$ cat src/rtl/pst_pkg.sv
package pst_pkg;
    // register address map
    localparam int ADR_CSET    = 0;
    localparam int ADR_CCLR    = 1;
    localparam int ADR_PER     = 2;
    localparam int ADR_PERBUF  = 3;
    localparam int ADR_PATT    = 4;
    localparam int ADR_PATTBUF = 5;
    localparam int ADR_CC0     = 6;
    // control word fields
    localparam int CTL_LOCK    = 0;
    localparam int CTL_DIR     = 1;
    localparam int CMD_LSB     = 2;
    localparam logic [1:0] CMD_FORCE = 2'd3;
    // pending-flag positions
    localparam int VB_PER      = 0;
    localparam int VB_PATT     = 1;
    localparam int VB_CC0      = 2;
endpackage

$ cat src/rtl/pst_counter.sv
module pst_counter #(
    parameter int CW = 16
) (
    input  logic          clk,
    input  logic          rst_n,
    input  logic [CW-1:0] top,
    input  logic          down,
    output logic [CW-1:0] cnt,
    output logic          upd
);
    typedef struct packed {
        logic [CW-1:0] cnt;
    } cnt_st_t;

    cnt_st_t s_d, s_q;

    always_comb begin
        s_d = s_q;
        upd = down ? (s_q.cnt == '0) : (s_q.cnt == top);
        if (down) begin
            s_d.cnt = upd ? top : s_q.cnt - 1'b1;
        end else begin
            s_d.cnt = upd ? '0 : s_q.cnt + 1'b1;
        end
    end

    always_ff @(posedge clk or negedge rst_n) begin
        if (!rst_n) s_q <= '0;
        else        s_q <= s_d;
    end

    assign cnt = s_q.cnt;
endmodule

$ cat src/rtl/pst_regs.sv
module pst_regs
    import pst_pkg::*;
#(
    parameter int CW  = 16,
    parameter int NCH = 4,
    parameter int AW  = 4,
    parameter int VW  = NCH + 2
) (
    input  logic                     clk,
    input  logic                     rst_n,
    input  logic                     wr_en,
    input  logic [AW-1:0]            wr_addr,
    input  logic [CW-1:0]            wr_data,
    input  logic                     upd,
    output logic [CW-1:0]            per,
    output logic [CW-1:0]            perbuf,
    output logic [CW-1:0]            patt,
    output logic [CW-1:0]            pattbuf,
    output logic [NCH-1:0][CW-1:0]   cc,
    output logic [NCH-1:0][CW-1:0]   ccbuf,
    output logic [VW-1:0]            valid,
    output logic                     lock,
    output logic                     dir,
    output logic                     err,
    output logic                     force_upd
);
    typedef struct packed {
        logic [CW-1:0]          per;
        logic [CW-1:0]          perbuf;
        logic [CW-1:0]          patt;
        logic [CW-1:0]          pattbuf;
        logic [NCH-1:0][CW-1:0] cc;
        logic [NCH-1:0][CW-1:0] ccbuf;
        logic [VW-1:0]          valid;
        logic                   lock;
        logic                   dir;
        logic                   err;
    } reg_st_t;

    reg_st_t s_d, s_q;
    logic    hw_copy;

    always_comb begin
        s_d       = s_q;
        s_d.err   = 1'b0;
        force_upd = wr_en && (wr_addr == AW'(ADR_CSET))
                    && (wr_data[CMD_LSB +: 2] == CMD_FORCE);
        hw_copy   = upd && !s_q.lock;

        // buffer to active copies (only for pending buffers)
        if (s_q.valid[VB_PER] &&
            (force_upd || hw_copy || (s_q.dir && !s_q.lock))) begin
            s_d.per           = s_q.perbuf;
            s_d.valid[VB_PER] = 1'b0;
        end
        if (s_q.valid[VB_PATT] && (force_upd || hw_copy)) begin
            s_d.patt           = s_q.pattbuf;
            s_d.valid[VB_PATT] = 1'b0;
        end
        for (int i = 0; i < NCH; i++) begin
            if (s_q.valid[VB_CC0+i] && (force_upd || hw_copy)) begin
                s_d.cc[i]            = s_q.ccbuf[i];
                s_d.valid[VB_CC0+i]  = 1'b0;
            end
        end

        // register writes (refused while the pair is pending)
        if (wr_en) begin
            if (wr_addr == AW'(ADR_CSET)) begin
                if (wr_data[CTL_LOCK]) s_d.lock = 1'b1;
                if (wr_data[CTL_DIR])  s_d.dir  = 1'b1;
            end else if (wr_addr == AW'(ADR_CCLR)) begin
                if (wr_data[CTL_LOCK]) s_d.lock = 1'b0;
                if (wr_data[CTL_DIR])  s_d.dir  = 1'b0;
            end else if (wr_addr == AW'(ADR_PER) || wr_addr == AW'(ADR_PERBUF)) begin
                if (s_q.valid[VB_PER]) begin
                    s_d.err = 1'b1;
                end else if (wr_addr == AW'(ADR_PER)) begin
                    s_d.per = wr_data;
                end else begin
                    s_d.perbuf        = wr_data;
                    s_d.valid[VB_PER] = 1'b1;
                end
            end else if (wr_addr == AW'(ADR_PATT) || wr_addr == AW'(ADR_PATTBUF)) begin
                if (s_q.valid[VB_PATT]) begin
                    s_d.err = 1'b1;
                end else if (wr_addr == AW'(ADR_PATT)) begin
                    s_d.patt = wr_data;
                end else begin
                    s_d.pattbuf        = wr_data;
                    s_d.valid[VB_PATT] = 1'b1;
                end
            end else begin
                for (int i = 0; i < NCH; i++) begin
                    if (wr_addr == AW'(ADR_CC0 + 2*i) ||
                        wr_addr == AW'(ADR_CC0 + 2*i + 1)) begin
                        if (s_q.valid[VB_CC0+i]) begin
                            s_d.err = 1'b1;
                        end else if (wr_addr == AW'(ADR_CC0 + 2*i)) begin
                            s_d.cc[i] = wr_data;
                        end else begin
                            s_d.ccbuf[i]        = wr_data;
                            s_d.valid[VB_CC0+i] = 1'b1;
                        end
                    end
                end
            end
        end
    end

    always_ff @(posedge clk or negedge rst_n) begin
        if (!rst_n) begin
            s_q     <= '0;
            s_q.per <= '1;
        end else begin
            s_q <= s_d;
        end
    end

    assign per     = s_q.per;
    assign perbuf  = s_q.perbuf;
    assign patt    = s_q.patt;
    assign pattbuf = s_q.pattbuf;
    assign cc      = s_q.cc;
    assign ccbuf   = s_q.ccbuf;
    assign valid   = s_q.valid;
    assign lock    = s_q.lock;
    assign dir     = s_q.dir;
    assign err     = s_q.err;
endmodule

$ cat src/rtl/pst_cmp.sv
module pst_cmp #(
    parameter int CW  = 16,
    parameter int NCH = 4
) (
    input  logic [CW-1:0]          cnt,
    input  logic [NCH-1:0][CW-1:0] cmp,
    output logic [NCH-1:0]         wave
);
    for (genvar g = 0; g < NCH; g++) begin : g_chan
        assign wave[g] = (cnt < cmp[g]);
    end
endmodule

$ cat src/rtl/pwm_shadow_timer.sv
module pwm_shadow_timer
    import pst_pkg::*;
#(
    parameter  int CW   = 16,
    parameter  int NCH  = 4,
    localparam int NREG = ADR_CC0 + 2*NCH,
    localparam int AW   = $clog2(NREG),
    localparam int VW   = NCH + 2
) (
    input  logic           clk,
    input  logic           rst_n,
    input  logic           wr_en,
    input  logic [AW-1:0]  wr_addr,
    input  logic [CW-1:0]  wr_data,
    input  logic [AW-1:0]  rd_addr,
    output logic [CW-1:0]  rd_data,
    output logic           rd_invalid,
    output logic [CW-1:0]  count,
    output logic [NCH-1:0] wave,
    output logic [VW-1:0]  buf_valid,
    output logic           wr_err
);
    logic [CW-1:0]          per_w, perbuf_w, patt_w, pattbuf_w;
    logic [NCH-1:0][CW-1:0] cc_w, ccbuf_w;
    logic                   lock_w, dir_w, force_w, upd_w;

    pst_counter #(.CW(CW)) i_cnt (
        .clk  (clk),
        .rst_n(rst_n),
        .top  (per_w),
        .down (dir_w),
        .cnt  (count),
        .upd  (upd_w)
    );

    pst_regs #(.CW(CW), .NCH(NCH), .AW(AW), .VW(VW)) i_regs (
        .clk      (clk),
        .rst_n    (rst_n),
        .wr_en    (wr_en),
        .wr_addr  (wr_addr),
        .wr_data  (wr_data),
        .upd      (upd_w),
        .per      (per_w),
        .perbuf   (perbuf_w),
        .patt     (patt_w),
        .pattbuf  (pattbuf_w),
        .cc       (cc_w),
        .ccbuf    (ccbuf_w),
        .valid    (buf_valid),
        .lock     (lock_w),
        .dir      (dir_w),
        .err      (wr_err),
        .force_upd(force_w)
    );

    pst_cmp #(.CW(CW), .NCH(NCH)) i_cmp (
        .cnt (count),
        .cmp (cc_w),
        .wave(wave)
    );

    // read mux
    always_comb begin
        rd_data    = '0;
        rd_invalid = 1'b0;
        if (rd_addr == AW'(ADR_PER)) begin
            rd_data    = per_w;
            rd_invalid = buf_valid[VB_PER];
        end else if (rd_addr == AW'(ADR_PERBUF)) begin
            rd_data = perbuf_w;
        end else if (rd_addr == AW'(ADR_PATT)) begin
            rd_data    = patt_w;
            rd_invalid = buf_valid[VB_PATT];
        end else if (rd_addr == AW'(ADR_PATTBUF)) begin
            rd_data = pattbuf_w;
        end else begin
            for (int i = 0; i < NCH; i++) begin
                if (rd_addr == AW'(ADR_CC0 + 2*i)) begin
                    rd_data    = cc_w[i];
                    rd_invalid = buf_valid[VB_CC0+i];
                end else if (rd_addr == AW'(ADR_CC0 + 2*i + 1)) begin
                    rd_data = ccbuf_w[i];
                end
            end
        end
    end
endmodule

$ cat config.mk
export PLATFORM = sky130hd
export DESIGN_NAME = pwm_shadow_timer
export DESIGN_NICKNAME = d
export VERILOG_FILES = /design/src/rtl/pst_pkg.sv /design/src/rtl/pst_counter.sv /design/src/rtl/pst_regs.sv /design/src/rtl/pst_cmp.sv /design/src/rtl/pwm_shadow_timer.sv
export SDC_FILE = /design/constraint.sdc
export NUM_CORES = 1
export LEC_CHECK = 0
export CORE_AREA = 4 4 157 159
export DETAILED_ROUTE_END_ITERATION = 10
export DIE_AREA = 0 0 161 163
export PLACE_DENSITY_LB_ADDON = 0.05
export SYNTH_ARGS = -nofsm -noshare
export SYNTH_HDL_FRONTEND = slang
export SYNTH_HIERARCHICAL = 1
export SYNTH_SLANG_ARGS = --single-unit
export TNS_END_PERCENT = 30
$ cat constraint.sdc
create_clock -name clk -period 3.61 [get_ports clk]
set_input_delay 0.5415 -clock clk [delete_from_list [all_inputs] [get_ports clk]]
set_output_delay 0.5415 -clock clk [all_outputs]
set_load 0.01 [all_outputs]
==> results of run 1 <==
## sequential cells by signal, summed over array words and instances (netlist names)
name and count:
i_regs/perbuf 16, i_regs/cc 64, i_regs/patt 16, i_regs/pattbuf 16, i_cnt/cnt 16, i_regs/per 16
i_regs/dir 1, i_regs/err 1, i_regs/lock 1, i_regs/ccbuf 64, i_regs/valid 6
## layer usage
| metal | vias to the layer above | part of all wire (%) |
|---|---|---|
| li1 | 5071 | - |
| met1 | 5533 | 43 |
| met2 | 476 | 43 |
| met3 | 59 | 11 |
| met4 | 0 | 2.3 |
| met5 | - | 0 |
## power groups by stage
stage / clock (mW) / sequential, mW / combinational [mW]
floorplan: 0 / 3.94 / 2.54
global placement: 0 / 4.29 / 3.71
detailed placement: 0 / 4.32 / 3.83
CTS: 2.63 / 4.29 / 3.86
global route: 2.73 / 4.43 / 4.30
finish: 2.59 / 4.33 / 3.89
## through the flow
step | area [sq um] | utilization, % | cells | setup slack, ns
floorplan | 14000 | - | 1380 | 0.456
global placement | 14900 | 64.0 | 1714 | 0.271
detailed placement | 14900 | 64.0 | 1714 | 0.272
CTS | 15700 | 67.6 | 1758 | 0.0761
global route | 15700 | 67.7 | 1758 | 0.00488
finish | 15700 | 67.7 | 1758 | 0.0895
## cell type report
class                   count  area [sq um]
clock inverters             5           100
repair buffers            127          1220
multi-input cells         969          7530
clock buffers              39           738
fillers                  1870          7520
inverters                  82           308
well taps                 319           399
flip-flops and latches    217          5450
## final timing paths
check / startpoint / end / cells past startpoint
hold / removal: rst_n / i_cnt/cnt[0] / 1
setup reg to reg: i_cnt/cnt[10] / i_regs/cc[24] / 9
setup / recovery: i_cnt/cnt[1] / wave[3] / 6
max in group asynchronous: rst_n / i_regs/per[14] / 2
hold reg to reg: i_regs/ccbuf[10] / i_regs/ccbuf[10] / 1
min in group clk: i_regs/ccbuf[10] / i_regs/ccbuf[10] / 1
## critical path, cell delays in order (launching register included)
cell,delay [ns]
dfrtp_1,0.62
ha_1,0.32
a2111oi_1,0.42
a211o_1,0.29
a2111oi_2,0.11
nor2_1,0.15
clkdlybuf4s50_1,0.55
## what timing repair did
action	CTS	global route
setup endpoints to repair	1	1
hold buffers	0	0
resized for setup	1	4
==> impl_metrics.ini, run 1 <==
[global_route]
use_met1_pct = 47.3
grt_pass1_wl_um = 66200
grt_use_met2_pct = 49.0
grt_pass1_vias = 11051
top_usage_layer = met2
grt_overflow_total = 0
grt_util_all_layers_pct = 32.7
use_met3_pct = 9.44
grt_max_degree = 89
antenna_found_initial = 0

[floorplan]
row_count = 56
dieArea_sq_mm = 0.0262
start_util_pct = 60.2
die_h_um = 163
die_w_um = 161
ioPinCount = 71
core_area_sq_mm = 0.0233

[synth]
synthCells = 1380
synthesis.nets = 1470
yosys_warnings = 6
synth_area_sq_mm = 0.0140
postSynthAreaPerCell_sq_um = 10.2

[sta]
hold_viol_final = 0
max_freq_mhz = 284
holdWs_ns = 0.0424
slew_headroom_pct = 21.3
period_needed_ns = 3.52
fin_crit_sh_pct = 97.5
skew_ns = 0.00908
worstMarginPinSlew_ns = 1.18
tns_ns = 0
setup_viol = 0
rsz0062_at_grt = no
slew_violations = 0

[power_and_ir_drop]
switching_share_pct = 37.1
leakagePower_nw = 7.69
sequentialPowerShare_pct = 40.1
combPwrFrac_pct = 36.0
design_power_total_mw = 10.8
pwr-share-clk_pct = 24.0
cellInternalPower_mw = 6.79
p_switching_mw = 4.01
power_density_mw_per_mm2 = 686
irDropWorstVdd_mv = 0.432

[final_layout]
num_antenna_cells = 0
syn_to_final_growth_pct = 12.4
nNetsFinal = 1512
drive_above_1_share_pct = 17.5
most-common-layout-cells = 200 x dfrtp_1, 145 x a21oi_1, 137 x mux2i_1
layout_commonest_cell = dfrtp_1

[clock_network]
post_cts_buffers = 0
clock_sinks = 217
cts-root-buf = clkbuf_16
cts.path.max_buffers = 3
insertion_delay_ns = 0.52
clk_pin_slew_ns = 0.05
cts_inserted_buffers = 25
cts_htree_levels = 1
cts_tree = done

[detailed_routing]
ant_nets = 0
dr.pass1.iters = 6
num_vias = 11139
drt-initial-drc-count = 1193
vias_per_cell = 6.34
post-route-drc-count = 0
wl_per_cell_um = 24.1
wl_um = 42400

[worst_setup_path]
crit_path_start_kind = register
rrSetupSlack_ns = 0.34
critPathCaptureType = primary output
cp.required_ns = 3.07
cp.arrival_ns = 2.98
path_max_fanout = 10
crit_type = reg -> out

[placement]
hpwl_um = 30900
portBuffers = 70
place_congestion = 0.974

[outcome]
status = completed

[worst_hold_path]
hp-class = in -> async

[run]
maxCapViolCount = 0
(Power assumes the default switching activity.)
==> run 2: changes to the inputs <==
--- a/config.mk
+++ b/config.mk
@@ -5,9 +5,10 @@
 export SDC_FILE = /design/constraint.sdc
 export NUM_CORES = 1
 export LEC_CHECK = 0
-export CORE_AREA = 4 4 157 159
+export CORE_AREA = 3 3 155 157
+export CTS_BUF_LIST = sky130_fd_sc_hd__clkbuf_8
 export DETAILED_ROUTE_END_ITERATION = 10
-export DIE_AREA = 0 0 161 163
+export DIE_AREA = 0 0 158 160
 export PLACE_DENSITY_LB_ADDON = 0.05
 export SYNTH_ARGS = -nofsm -noshare
 export SYNTH_HDL_FRONTEND = slang
==> run 2 against run 1 <==
Total power fell by 3.1%. Routed wire length decreased by 2.6%. Register-to-register slack got worse by 0.02 ns. Non-clock buffer count fell by 1. Flip-flop and latch count did not move. Hold slack improved by 0.48 ns. Sequential power barely moved. Cell area down 0.65%. Critical path type unchanged. Largest cell class unchanged. Highest routed layer unchanged.
==> impl_metrics.ini, run 2 (synthesis results as in run 1) <==
[final_layout]
num_antenna_cells = 0
layout_commonest_cell = dfrtp_1
nNetsFinal = 1525
most-common-layout-cells = 195 x dfrtp_1, 145 x a21oi_1, 137 x mux2i_1
num-fill-cells = 1771
fin_area_sq_mm = 0.0156
syn_to_final_growth_pct = 11.6
drive_above_1_share_pct = 18.8

[clock_network]
cts_htree_levels = 2
cts.path.max_buffers = 3
insertion_delay_ns = 0.54
cts_inserted_buffers = 39
cts-root-buf = clkbuf_8
post_cts_buffers = 0
cts_tree = done
clk_pin_slew_ns = 0.06
clock_sinks = 217

[outcome]
status = completed

[sta]
period_needed_ns = 3.51
hold_viol_final = 0
tns_ns = 0
worstMarginPinSlew_ns = 1.10
rsz0062_at_grt = no
slew_violations = 0
max_freq_mhz = 285
setup_viol = 0
slew_headroom_pct = 26.6
skew_ns = 0.0133
fin_crit_sh_pct = 97.3

[run]
maxCapViolCount = 0

[detailed_routing]
wl_um = 41300
post-route-drc-count = 0
drt-initial-drc-count = 1184
ant_nets = 0
dr.pass1.iters = 6
num_vias = 11149
wl_per_cell_um = 23.6
vias_per_cell = 6.37

[worst_setup_path]
path_max_fanout = 7
rrSetupSlack_ns = 0.32
crit_path_start_kind = register
cp-endpoint = wave[2]
path_depth = 7
crit_start = i_cnt/cnt[7]
critPathCaptureType = primary output
crit_type = reg -> out
critPathBufInv = 2
cp_top_family = buffers and inverters
cp.arrival_ns = 2.97
r2r_cells = 10
timing.rr.end = i_regs/cc[3]
crit_path_cell_trace = buf_4 > ha_1 > nand4_1 > a211o_1 > a2111oi_2 > nor2_1 > clkdlybuf4s50_1
cp.required_ns = 3.07
r2r_start = i_cnt/cnt[0]
crit_slowest_cell = clkdlybuf4s50_1
critPathMaxStageDelay_ns = 0.49

[power_and_ir_drop]
power_density_mw_per_mm2 = 669
leakagePower_nw = 7.71
irDropWorstVdd_mv = 0.376
design_power_total_mw = 10.5

[global_route]
grt_overflow_total = 0
antenna_found_initial = 0
grt_util_all_layers_pct = 33.1
grt_pass1_vias = 10782
grt_pass1_wl_um = 64800
grt_max_degree = 103

[placement]
hpwl_um = 30300
place_congestion = 0.926
portBuffers = 70
place_area_sq_mm = 0.0148

[worst_hold_path]
hp-class = reg -> reg
whs_path_depth = 1

[floorplan]
die_w_um = 158
die_h_um = 160
ioPinCount = 71
core_area_sq_mm = 0.0226
dieArea_sq_mm = 0.0253
row_count = 55
start_util_pct = 61.9
==> run 2: cell count changes in the layout (fill, tap and decap cells not counted), sizes merged, moves of 2 or more <==
cell / change
buf: -2
bufinv: -3
clkbuf: +11
clkinv: +3
inv: +14
==> run 2: final cells by class <==
cell class,count,area [sq um],area share (%)
well taps,285,357,2.28
multi-input cells,969,7530,48.1
clock buffers,50,688,4.40
flip-flops and latches,217,5460,34.9
clock inverters,20,90.1,0.576
repair buffers,126,1210,7.74
inverters,82,308,1.97
==> run 2: how the worst min path moves through the flow <==
stage               slack (ns)          endpoint             start
global route              0.54  i_regs/ccbuf[10]  i_regs/ccbuf[10]
finish                    0.53   i_regs/ccbuf[7]   i_regs/ccbuf[7]
detailed placement        0.51   i_regs/ccbuf[7]   i_regs/ccbuf[7]
CTS                       0.53   i_regs/ccbuf[7]   i_regs/ccbuf[7]
global placement          0.49   i_regs/ccbuf[7]   i_regs/ccbuf[7]
floorplan                 0.25      i_cnt/cnt[0]             rst_n
==> run 2: metrics by stage <==
stage	utilization [%]	worst slack, ns	cells	hold slack (ns)
floorplan	-	0.456	1380	0.246
global placement	65.5	0.214	1678	0.492
detailed placement	65.5	0.204	1678	0.514
CTS	69.0	0.0178	1749	0.529
global route	69.1	0.00780	1749	0.541
finish	69.1	0.0964	1749	0.525
==> run 2: repair_timing <==
action,4_1_cts,5_1_grt
gates resized for setup,2,7
hold endpoints to repair,66,0
pin swaps,0,1
endpoints found under the setup margin,2,3
hold buffers,1,0
==> run 2: layer usage <==
metal | share of wire, % | track usage (%)
met1 | 46 | 51.4
met5 | 0 | 0
met4 | 1.8 | 6.53
met3 | 8.3 | 5.77
met2 | 44 | 48.9
==> run 2: power by group <==
group	internal [mW]	switching (mW)
sequential	3.28	1.06
clock	1.25	1.05
combinational	1.91	1.93
total	6.43	4.04
